<file path="config.mk">
export PLATFORM = sky130hd
export DESIGN_NAME = trap_entry_seq
export DESIGN_NICKNAME = d
export VERILOG_FILES = /design/src/rtl/trap_pkg.sv /design/src/rtl/trap_win_ctl.sv /design/src/rtl/trap_base_reg.sv /design/src/rtl/trap_entry_seq.sv
export SDC_FILE = /design/constraint.sdc
export NUM_CORES = 1
export LEC_CHECK = 0
export BUFFER_PORTS_ARGS = -buffer_cell sky130_fd_sc_hd__buf_2
export CAP_MARGIN = 30
export CORE_MARGIN = 2
export CORE_UTILIZATION = 45
export DETAILED_ROUTE_END_ITERATION = 8
export PLACE_DENSITY = 0.82
export RECOVER_POWER = 25
export SETUP_SLACK_MARGIN = 0.5
export SLEW_MARGIN = 20
export SYNTH_ARGS = -nofsm -noshare
export SYNTH_HDL_FRONTEND = slang
export SYNTH_SLANG_ARGS = --single-unit
export TNS_END_PERCENT = 10
</file>
<file path="constraint.sdc">
create_clock -name clk -period 2.2 [get_ports clk]
set_clock_uncertainty 0.2 [all_clocks]
set_input_delay 0.44 -clock clk [delete_from_list [all_inputs] [get_ports clk]]
set_output_delay 0.44 -clock clk [all_outputs]
set_load 0.01 [all_outputs]
</file>
<file path="src/rtl/trap_pkg.sv">
package trap_pkg;
  parameter int XLEN     = 32;
  parameter int TT_W     = 9;
  parameter int IDX_W    = 5;
  parameter int BASE_LSB = 12;
  parameter int BASE_W   = XLEN - BASE_LSB;
  parameter logic [IDX_W-1:0] PC_SLOT  = 5'd17;
  parameter logic [IDX_W-1:0] NPC_SLOT = 5'd18;

  typedef enum logic [1:0] {
    SQ_IDLE  = 2'd0,
    SQ_PC    = 2'd1,
    SQ_NPC   = 2'd2,
    SQ_FAULT = 2'd3
  } seq_state_e;
endpackage

</file>
<file path="src/rtl/trap_win_ctl.sv">
module trap_win_ctl #(
  parameter int NWINDOWS = 8,
  localparam int CW = $clog2(NWINDOWS)
) (
  input  logic          clk,
  input  logic          rst_n,
  input  logic          load,
  input  logic [CW-1:0] load_val,
  input  logic          dec,
  output logic [CW-1:0] cwp
);
  logic [CW-1:0] cwp_dn;

  generate
    if ((1 << CW) == NWINDOWS) begin : g_pow2
      assign cwp_dn = cwp - 1'b1;
    end else begin : g_mod
      assign cwp_dn = (cwp == '0) ? CW'(NWINDOWS - 1) : cwp - 1'b1;
    end
  endgenerate

  always_ff @(posedge clk) begin
    if (!rst_n)    cwp <= '0;
    else if (dec)  cwp <= cwp_dn;
    else if (load) cwp <= load_val;
  end


  cwp_wrap_chk: assert property (@(posedge clk) disable iff (!rst_n)
    dec |=> (cwp == (($past(cwp) == '0) ? CW'(NWINDOWS - 1) : $past(cwp) - 1'b1)));
endmodule

</file>
<file path="src/rtl/trap_base_reg.sv">
module trap_base_reg
  import trap_pkg::*;
(
  input  logic              clk,
  input  logic              rst_n,
  input  logic              load,
  input  logic [BASE_W-1:0] base_in,
  input  logic              set_tt,
  input  logic [7:0]        tt_in,
  output logic [XLEN-1:0]   tbr
);
  logic [BASE_W-1:0] base_q;
  logic [7:0]        tt_q;

  always_ff @(posedge clk) begin
    if (!rst_n) begin
      base_q <= '0;
      tt_q   <= '0;
    end else if (set_tt) begin
      tt_q   <= tt_in;
    end else if (load) begin
      base_q <= base_in;
    end
  end

  assign tbr = {base_q, tt_q, 4'b0000};


  tbr_stamp_chk: assert property (@(posedge clk) disable iff (!rst_n)
    set_tt |=> (tbr[11:4] == $past(tt_in)) && (tbr[XLEN-1:BASE_LSB] == $past(tbr[XLEN-1:BASE_LSB])));
endmodule

</file>
<file path="src/rtl/trap_entry_seq.sv">
module trap_entry_seq
  import trap_pkg::*;
#(
  parameter int NWINDOWS = 8,
  localparam int CW = $clog2(NWINDOWS)
) (
  input  logic              clk,
  input  logic              rst_n,
  input  logic              trap_valid,
  output logic              trap_ready,
  input  logic [TT_W-1:0]   trap_type,
  input  logic [XLEN-1:0]   trap_pc,
  input  logic [XLEN-1:0]   trap_npc,
  input  logic              st_load,
  input  logic              st_et,
  input  logic              st_s,
  input  logic [CW-1:0]     st_cwp,
  input  logic [BASE_W-1:0] st_base,
  output logic              et,
  output logic              s_mode,
  output logic              ps,
  output logic [CW-1:0]     cwp,
  output logic [XLEN-1:0]   tbr,
  output logic              err_state,
  output logic              rf_we,
  output logic [CW-1:0]     rf_win,
  output logic [IDX_W-1:0]  rf_idx,
  output logic [XLEN-1:0]   rf_data,
  output logic              redirect,
  output logic [XLEN-1:0]   pc_out,
  output logic [XLEN-1:0]   npc_out
);
  seq_state_e        state_q, state_d;
  logic [XLEN-1:0]   pc_q, npc_q;
  logic              accept, legal, enter, fault, ld_ok;

  assign trap_ready = (state_q == SQ_IDLE);
  assign accept     = trap_valid && trap_ready;
  assign legal      = (trap_type[TT_W-1:8] == '0);
  assign enter      = accept && et && legal;
  assign fault      = accept && !(et && legal);
  assign ld_ok      = st_load && trap_ready && !accept;

  always_comb begin
    state_d = state_q;
    unique case (state_q)
      SQ_IDLE:  if (enter) state_d = SQ_PC; else if (fault) state_d = SQ_FAULT;
      SQ_PC:    state_d = SQ_NPC;
      SQ_NPC:   state_d = SQ_IDLE;
      SQ_FAULT: state_d = SQ_FAULT;
      default:  state_d = SQ_IDLE;
    endcase
  end

  always_ff @(posedge clk) begin
    if (!rst_n) begin
      state_q <= SQ_IDLE;
      et      <= 1'b0;
      s_mode  <= 1'b1;
      ps      <= 1'b0;
      pc_q    <= '0;
      npc_q   <= '0;
    end else begin
      state_q <= state_d;
      if (enter) begin
        ps     <= s_mode;
        s_mode <= 1'b1;
        et     <= 1'b0;
        pc_q   <= trap_pc;
        npc_q  <= trap_npc;
      end else if (ld_ok) begin
        et     <= st_et;
        s_mode <= st_s;
      end
    end
  end

  trap_win_ctl #(.NWINDOWS(NWINDOWS)) u_win (
    .clk(clk), .rst_n(rst_n), .load(ld_ok), .load_val(st_cwp),
    .dec(enter), .cwp(cwp)
  );

  trap_base_reg u_tbr (
    .clk(clk), .rst_n(rst_n), .load(ld_ok), .base_in(st_base),
    .set_tt(enter), .tt_in(trap_type[7:0]), .tbr(tbr)
  );

  assign err_state = (state_q == SQ_FAULT);
  assign rf_we     = (state_q == SQ_PC) || (state_q == SQ_NPC);
  assign rf_win    = cwp;
  assign rf_idx    = (state_q == SQ_NPC) ? NPC_SLOT : PC_SLOT;
  assign rf_data   = (state_q == SQ_NPC) ? npc_q : pc_q;
  assign redirect  = (state_q == SQ_NPC);
  assign pc_out    = tbr;
  assign npc_out   = tbr + XLEN'(4);


  busy_ready_chk: assert property (@(posedge clk) disable iff (!rst_n)
    enter |=> !trap_ready);

  flags_entry_chk: assert property (@(posedge clk) disable iff (!rst_n)
    enter |=> !et && s_mode && (ps == $past(s_mode)));

  redirect_order_chk: assert property (@(posedge clk) disable iff (!rst_n)
    redirect |-> $past(rf_we) && (rf_idx == NPC_SLOT));

  err_sticky_chk: assert property (@(posedge clk) disable iff (!rst_n)
    err_state |=> err_state && !rf_we && $stable(cwp) && $stable(tbr));

  bad_type_chk: assert property (@(posedge clk) disable iff (!rst_n)
    (accept && !legal) |=> err_state);
endmodule

</file>
==> results.yml, run 1 <==
outcome:
  outcome: "finished with violations"
  violations: "negative setup slack"
clock_tree:
  cts_made_buffers: 9
  clk_path_buf_depth: 2
  cts.sinks: 100
  clk_pin_slew_ns: 0.09
  clk_latency_ns: 0.35
  cts_tree: "done"
  cts_root_buf: "clkbuf_8"
  cts_max_level: 3
  cts_hold_buf: 0
timing:
  min_period_over_period_pct: 103
  worst_slack_ns: -0.0618
  max_freq_mhz: 442
  tightest_slew_ns: 0.654
  hold_viol_final: 0
  rsz0062_at_grt: "yes"
  slew_viol_final: 0
  relSlewSlack_pct: 56.4
  setup_viol_count_final: 32
  post-route-min-period_ns: 2.26
routing:
  wl_per_cell_um: 16.7
  wirelength_mm: 14.4
  drc: 0
  first_pass_iters: 4
  vias: 4362
  vias_per_cell: 5.04
  drtAntennaViolNets: 0
  drt_iter0_drc: 123
power:
  p_int_mw: 3.21
  pwr-share-clk_pct: 24.1
  combinationalPowerShare_pct: 34.1
  power.total_mw: 4.80
  power.static_leakage_nw: 3.19
  power.share.switching_pct: 33.3
  p_switching_mw: 1.60
  power_density_nw_per_um2: 683
  p_seq_share_pct: 41.8
  ir_drop_uv: 358
placement:
  io_buffers: 232
  pre_cts_ws_ns: 0.206
  place_hpwl_mm: 8.67
  dp_cells: 842
  gp_congestion: 0.799
  place_area_um2: 5470
synth:
  yosys.area.top_type: "dfxtp_1"
  synth_edf_count: 0
  async_reset_ff_share_pct: 0
  ys_warn_count: 0
  synth_largest_type_area_fraction_pct: 43.7
  postSynthCellCount: 563
  synth_area_leaders: "dfxtp_1, nand2_1, buf_4"
  yosys_register_bits: 100
  syn_area_um2: 4590
  yosys.cell_types.count: 30
  ys_dominant_reg_cell: "dfxtp_1"
  syn_avg_cell_area_um2: 8.15
  yosysSeqAreaShare_pct: 43.7
finish:
  nNetsFinal: 834
  layout_common_cells: "buf_2, dfxtp_1, nand2_1"
  final_area_um2: 7030
  layout.cells.most_common: "buf_2"
  final_cells: 865
  drive_above_1_share_pct: 61.8
  area_growth_pct: 53.4
grt:
  grt_pass1_vias: 3959
  antenna_found_initial: 3
  grt_pass1_wl_mm: 19.5
  grt_util_all_layers_pct: 21.9
  grt-ovfl-total: 0
  grt_max_degree: 73
floorplan:
  die-height_um: 105
  io_pins: 248
  start_util_pct: 46.7
  rows: 36
  core_um2: 9820
  dieArea_um2: 11000
  die_x_um: 105
critical_path:
  crit_arrival_ns: 1.62
  cp.buffers_inverters: 3
  r2r_cells: 8
  end_kind: "output port"
  timing.rr.start: "state_q[0]$_SDFFE_PN0P_"
  startpoint: "state_q[0]$_SDFFE_PN0P_"
  critPathLaunchType: "register"
  cp_max_fo: 7
  path_delay_family: "buffers and inverters"
  slowest_stage: "dfxtp_2"
  crit_cells: 5
  slowest_delay_ns: 0.33
  path_class: "reg -> out"
  crit_chain: "inv_2 -> ha_4 -> buf_8 -> mux2_4 -> buf_6"
  crit_required_ns: 1.56
job:
  maxCapViolCount: 0
min_path:
  min_path_type: "in -> reg"
  holdCritStartpoint: "st_s"
  hold_depth: 3
-- routing by layer --
layer	vias up	GRT usage [%]	share of wire (%)
met3	53	4.87	5.6
li1	2063	-	-
met4	2	9.62	4.4
met5	-	0	0.056
met1	2062	23.9	35
met2	182	40.1	55
-- state kept, by name, summed over array words and instances (netlist names) --
| name | flops |
|---|---|
| et | 1 |
| npc_q | 32 |
| pc_q | 32 |
| ps | 1 |
| s_mode | 1 |
| state_q | 2 |
| u_tbr.base_q | 20 |
| u_tbr.tt_q | 8 |
| u_win.cwp | 3 |
-- cell type report --
class / count / area, µm²
multi-input cells: 357 / 3030
fillers: 743 / 2790
clock inverters: 5 / 61.3
flip-flops and latches: 100 / 2000
diodes: 2 / 5.00
clock buffers: 10 / 128
inverters: 8 / 30.0
repair buffers: 250 / 1610
well taps: 133 / 166
-- metrics by stage --
step | hold slack [ns] | util, % | TNS [ns]
2_1_floorplan | 0.233 | - | 0
3_3_place_gp | 0.243 | 55.7 | 0
3_5_place_dp | 0.246 | 55.7 | 0
4_1_cts | 0.0904 | 60.9 | -2.46
5_1_grt | 0.104 | 71.6 | -3.36
6_report | 0.123 | 71.6 | -1.23
-- what timing repair did --
item / CTS / global route
buffers inserted: 3 / 2
pin swaps: 3 / 187
cloned: 1 / 0
endpoints found under the setup margin: 136 / 136
gates resized for setup: 49 / 289
-- power by group through the flow --
stage	Combinational, mW	Clock, mW	Sequential [mW]
2_1_floorplan	0.899	0	2.04
3_3_place_gp	1.16	0	2.03
3_5_place_dp	1.18	0	2.03
4_1_cts	1.43	1.20	1.98
5_1_grt	1.75	1.28	2.02
6_report	1.64	1.16	2.01
-- cell usage after synthesis (all sizes together) (2+ instances only) --
master  number
dfxtp      100
a21oi       96
clkbuf       7
buf        104
ha           6
nand2      189
conb         2
o221ai       2
inv          8
mux2        32
mux2i        2
-- worst reg2reg max path: stages, from the launching register on --
cell	delay, ns
dfxtp_2	0.33
inv_2	0.08
buf_4	0.11
buf_6	0.09
ha_4	0.16
and4b_2	0.31
buf_16	0.46
nand2_4	0.20
a21oi_2	0.16
-- final timing paths --
| path | end | slack, ns |
|---|---|---|
| max | rf_data[5] | -0.06 |
| min | s_mode$_SDFFE_PP1P_ | 0.12 |
| max reg2reg | pc_q[21]$_SDFFE_PN0P_ | 0.02 |
| min reg2reg | pc_q[9]$_SDFFE_PN0P_ | 0.26 |
-- logic make-up (layout without fill, tap and decap cells) --
group / Yosys count / in the layout / synth area share, %
AND/OR/NAND/NOR: 200 / 200 / 17.1
multiplexers: 34 / 34 / 8.29
buffers and inverters: 119 / 273 / 17.7
other: 2 / 17 / 0.164
adder cells (fa/ha/maj): 6 / 6 / 1.64
flip-flops: 100 / 100 / 43.7
AO/OA/AOI/OAI: 102 / 102 / 11.5
No activity file was read; power rests on OpenSTA's default activity.
==> inputs of run 2 (changes only) <==
--- a/config.mk
+++ b/config.mk
@@ -11,4 +11,5 @@
 export CORE_UTILIZATION = 45
 export DETAILED_ROUTE_END_ITERATION = 8
+export GPL_TIMING_DRIVEN = 1
 export PLACE_DENSITY = 0.82
 export RECOVER_POWER = 25
==> constraint.sdc (replaced) <==
create_clock -name clk -period 2.2 [get_ports clk]
set_clock_uncertainty 0.2 [all_clocks]
set_input_delay 0.66 -clock clk [delete_from_list [all_inputs] [get_ports clk]]
set_output_delay 0.66 -clock clk [all_outputs]
set_load 0.01 [all_outputs]
==> results.yml, run 2 (same netlist as run 1, synthesis figures left out) <==
finish:
  drive_above_1_share_pct: 73.0
  multi_input_comb_area_um2: 2990
  fillCellCount: 539
  seq_area_um2: 2130
  final_cells: 872
  layout.cells.most_common: "buf_6"
  nNetsFinal: 840
  layout_common_cells: "buf_6, buf_2, nand2_1"
  top_regs: "npc_q (32), pc_q (32), u_tbr.base_q (20)"
  area_growth_pct: 72.2
floorplan:
  dieArea_um2: 11000
  start_util_pct: 46.7
  die_x_um: 105
  io_pins: 248
  rows: 36
  die-height_um: 105
  core_um2: 9820
clock_tree:
  clk_path_buf_depth: 2
  clk_pin_slew_ns: 0.10
  cts_root_buf: "clkbuf_8"
  cts_hold_buf: 0
  clk_latency_ns: 0.35
  cts_max_level: 3
  cts_tree: "done"
  cts.sinks: 100
  cts_made_buffers: 9
outcome:
  violations: "negative setup slack"
  outcome: "finished with violations"
grt:
  grt_pass1_wl_mm: 23.1
  grt_pass1_vias: 4347
  grt-ovfl-total: 0
  grt_util_all_layers_pct: 26.4
  antenna_found_initial: 3
  grt_max_degree: 46
power:
  pwr-share-clk_pct: 22.6
  ir_drop_uv: 557
  combinationalPowerShare_pct: 39.1
  p_seq_share_pct: 38.3
  power.static_leakage_nw: 3.37
  p_int_mw: 3.56
  power_density_nw_per_um2: 674
  power.share.switching_pct: 33.2
  p_switching_mw: 1.77
min_path:
  min_path_type: "reg -> reg"
  holdCritStartpoint: "npc_q[17]$_SDFFE_PN0P_"
  holdPathEnd: "npc_q[17]$_SDFFE_PN0P_"
  hold_depth: 2
timing:
  slew_viol_final: 0
  rsz0062_at_grt: "yes"
  fin_setup_tns_ns: -9.27
  max_freq_mhz: 394
  setup_viol_count_final: 36
  post-route-min-period_ns: 2.54
  min_period_over_period_pct: 115
  hold_viol_final: 0
  worst_slack_ns: -0.337
critical_path:
  cp_max_fo: 4
  r2r_slack_ns: 0.03
  end_kind: "output port"
  r2r_end: "u_tbr.tt_q[5]$_SDFFE_PN0P_"
  path_class: "reg -> out"
  startpoint: "state_q[0]$_SDFFE_PN0P_"
  timing.rr.start: "state_q[0]$_SDFFE_PN0P_"
  crit_arrival_ns: 1.68
  critPathLaunchType: "register"
  crit_required_ns: 1.34
  r2r_cells: 9
routing:
  dr_wl_met3_mm: 1.17
  drc: 0
  drt_iter0_drc: 182
  drtAntennaViolNets: 0
  dr.max_layer_used: "met4"
  wl_per_cell_um: 19.9
  wl_met2_mm: 8.97
  m1WireLength_mm: 6.11
  vias_per_cell: 5.27
  wirelength_mm: 17.3
  first_pass_iters: 4
  vias: 4596
placement:
  gp_congestion: 0.832
  pre_cts_ws_ns: 0.0739
  dp_cells: 844
  io_buffers: 232
  place_hpwl_mm: 8.80
job:
  maxCapViolCount: 0
[run 2: cell count changes in the layout (fill, tap and decap cells not counted), sizes merged]
cell      before  now
clkbuf        56   10
buf          204  255
clkinvlp       0    1
inv           10   11
[run 2: critical path, stage by stage, from the launching register on]
cell and delay [ns]:
dfxtp_2 0.34, inv_2 0.07, ha_4 0.20, buf_12 0.13, clkbuf_16 0.14, mux2_4 0.31, buf_6 0.12
[run 2: power by group through the flow]
stage	sequential [mW]	combinational (mW)	clock [mW]
final	2.04	2.08	1.20
after global routing	2.05	2.18	1.30
after CTS	2.03	1.73	1.23
after detailed placement	2.03	1.19	0
after global placement	2.03	1.17	0
after floorplan	2.04	0.899	0
[run 2: metal layers]
layer / up-vias / track usage [%]
met5: - / 0
met1: 2186 / 28.5
met4: 0 / 11.8
met2: 256 / 48.5
li1: 2080 / -
met3: 74 / 6.11
[run 2: final cells by class]
type	count	share of cell area, %
timing repair buffer	256	30.1
antenna	2	0.0634
clock buffer	9	1.57
tap	133	2.11
clock inverter	7	0.935
multi-input combinational	357	37.8
sequential	100	27.0
inverter	8	0.380
[run 2: worst max-delay path by stage]
stage               slack (ns)  depth (start not counted)           to
floorplan                 0.17                          5  rf_data[10]
CTS                      -0.32                          6  rf_data[19]
detailed placement        0.07                          4   rf_data[1]
finish                   -0.34                          6  rf_data[12]
global placement          0.12                          5   rf_data[1]
global route             -0.39                          6  rf_data[12]
[run 2: metrics by stage]
| step | cell area (µm²) | hold slack [ns] | total power, mW | util, % |
|---|---|---|---|---|
| after CTS | 7040 | 0.260 | 4.99 | 71.7 |
| after floorplan | 4800 | 0.233 | 2.94 | - |
| final | 7900 | 0.270 | 5.32 | 80.4 |
| after global placement | 5500 | 0.243 | 3.19 | 56.0 |
| after global routing | 7900 | 0.279 | 5.53 | 80.4 |
| after detailed placement | 5500 | 0.248 | 3.22 | 56.0 |
[run 2: repair_timing]
item	CTS	global route
gates cloned	2	1
setup endpoints to repair	230	229
setup buffers	5	2
pin swaps	81	151
gates resized for setup	286	211
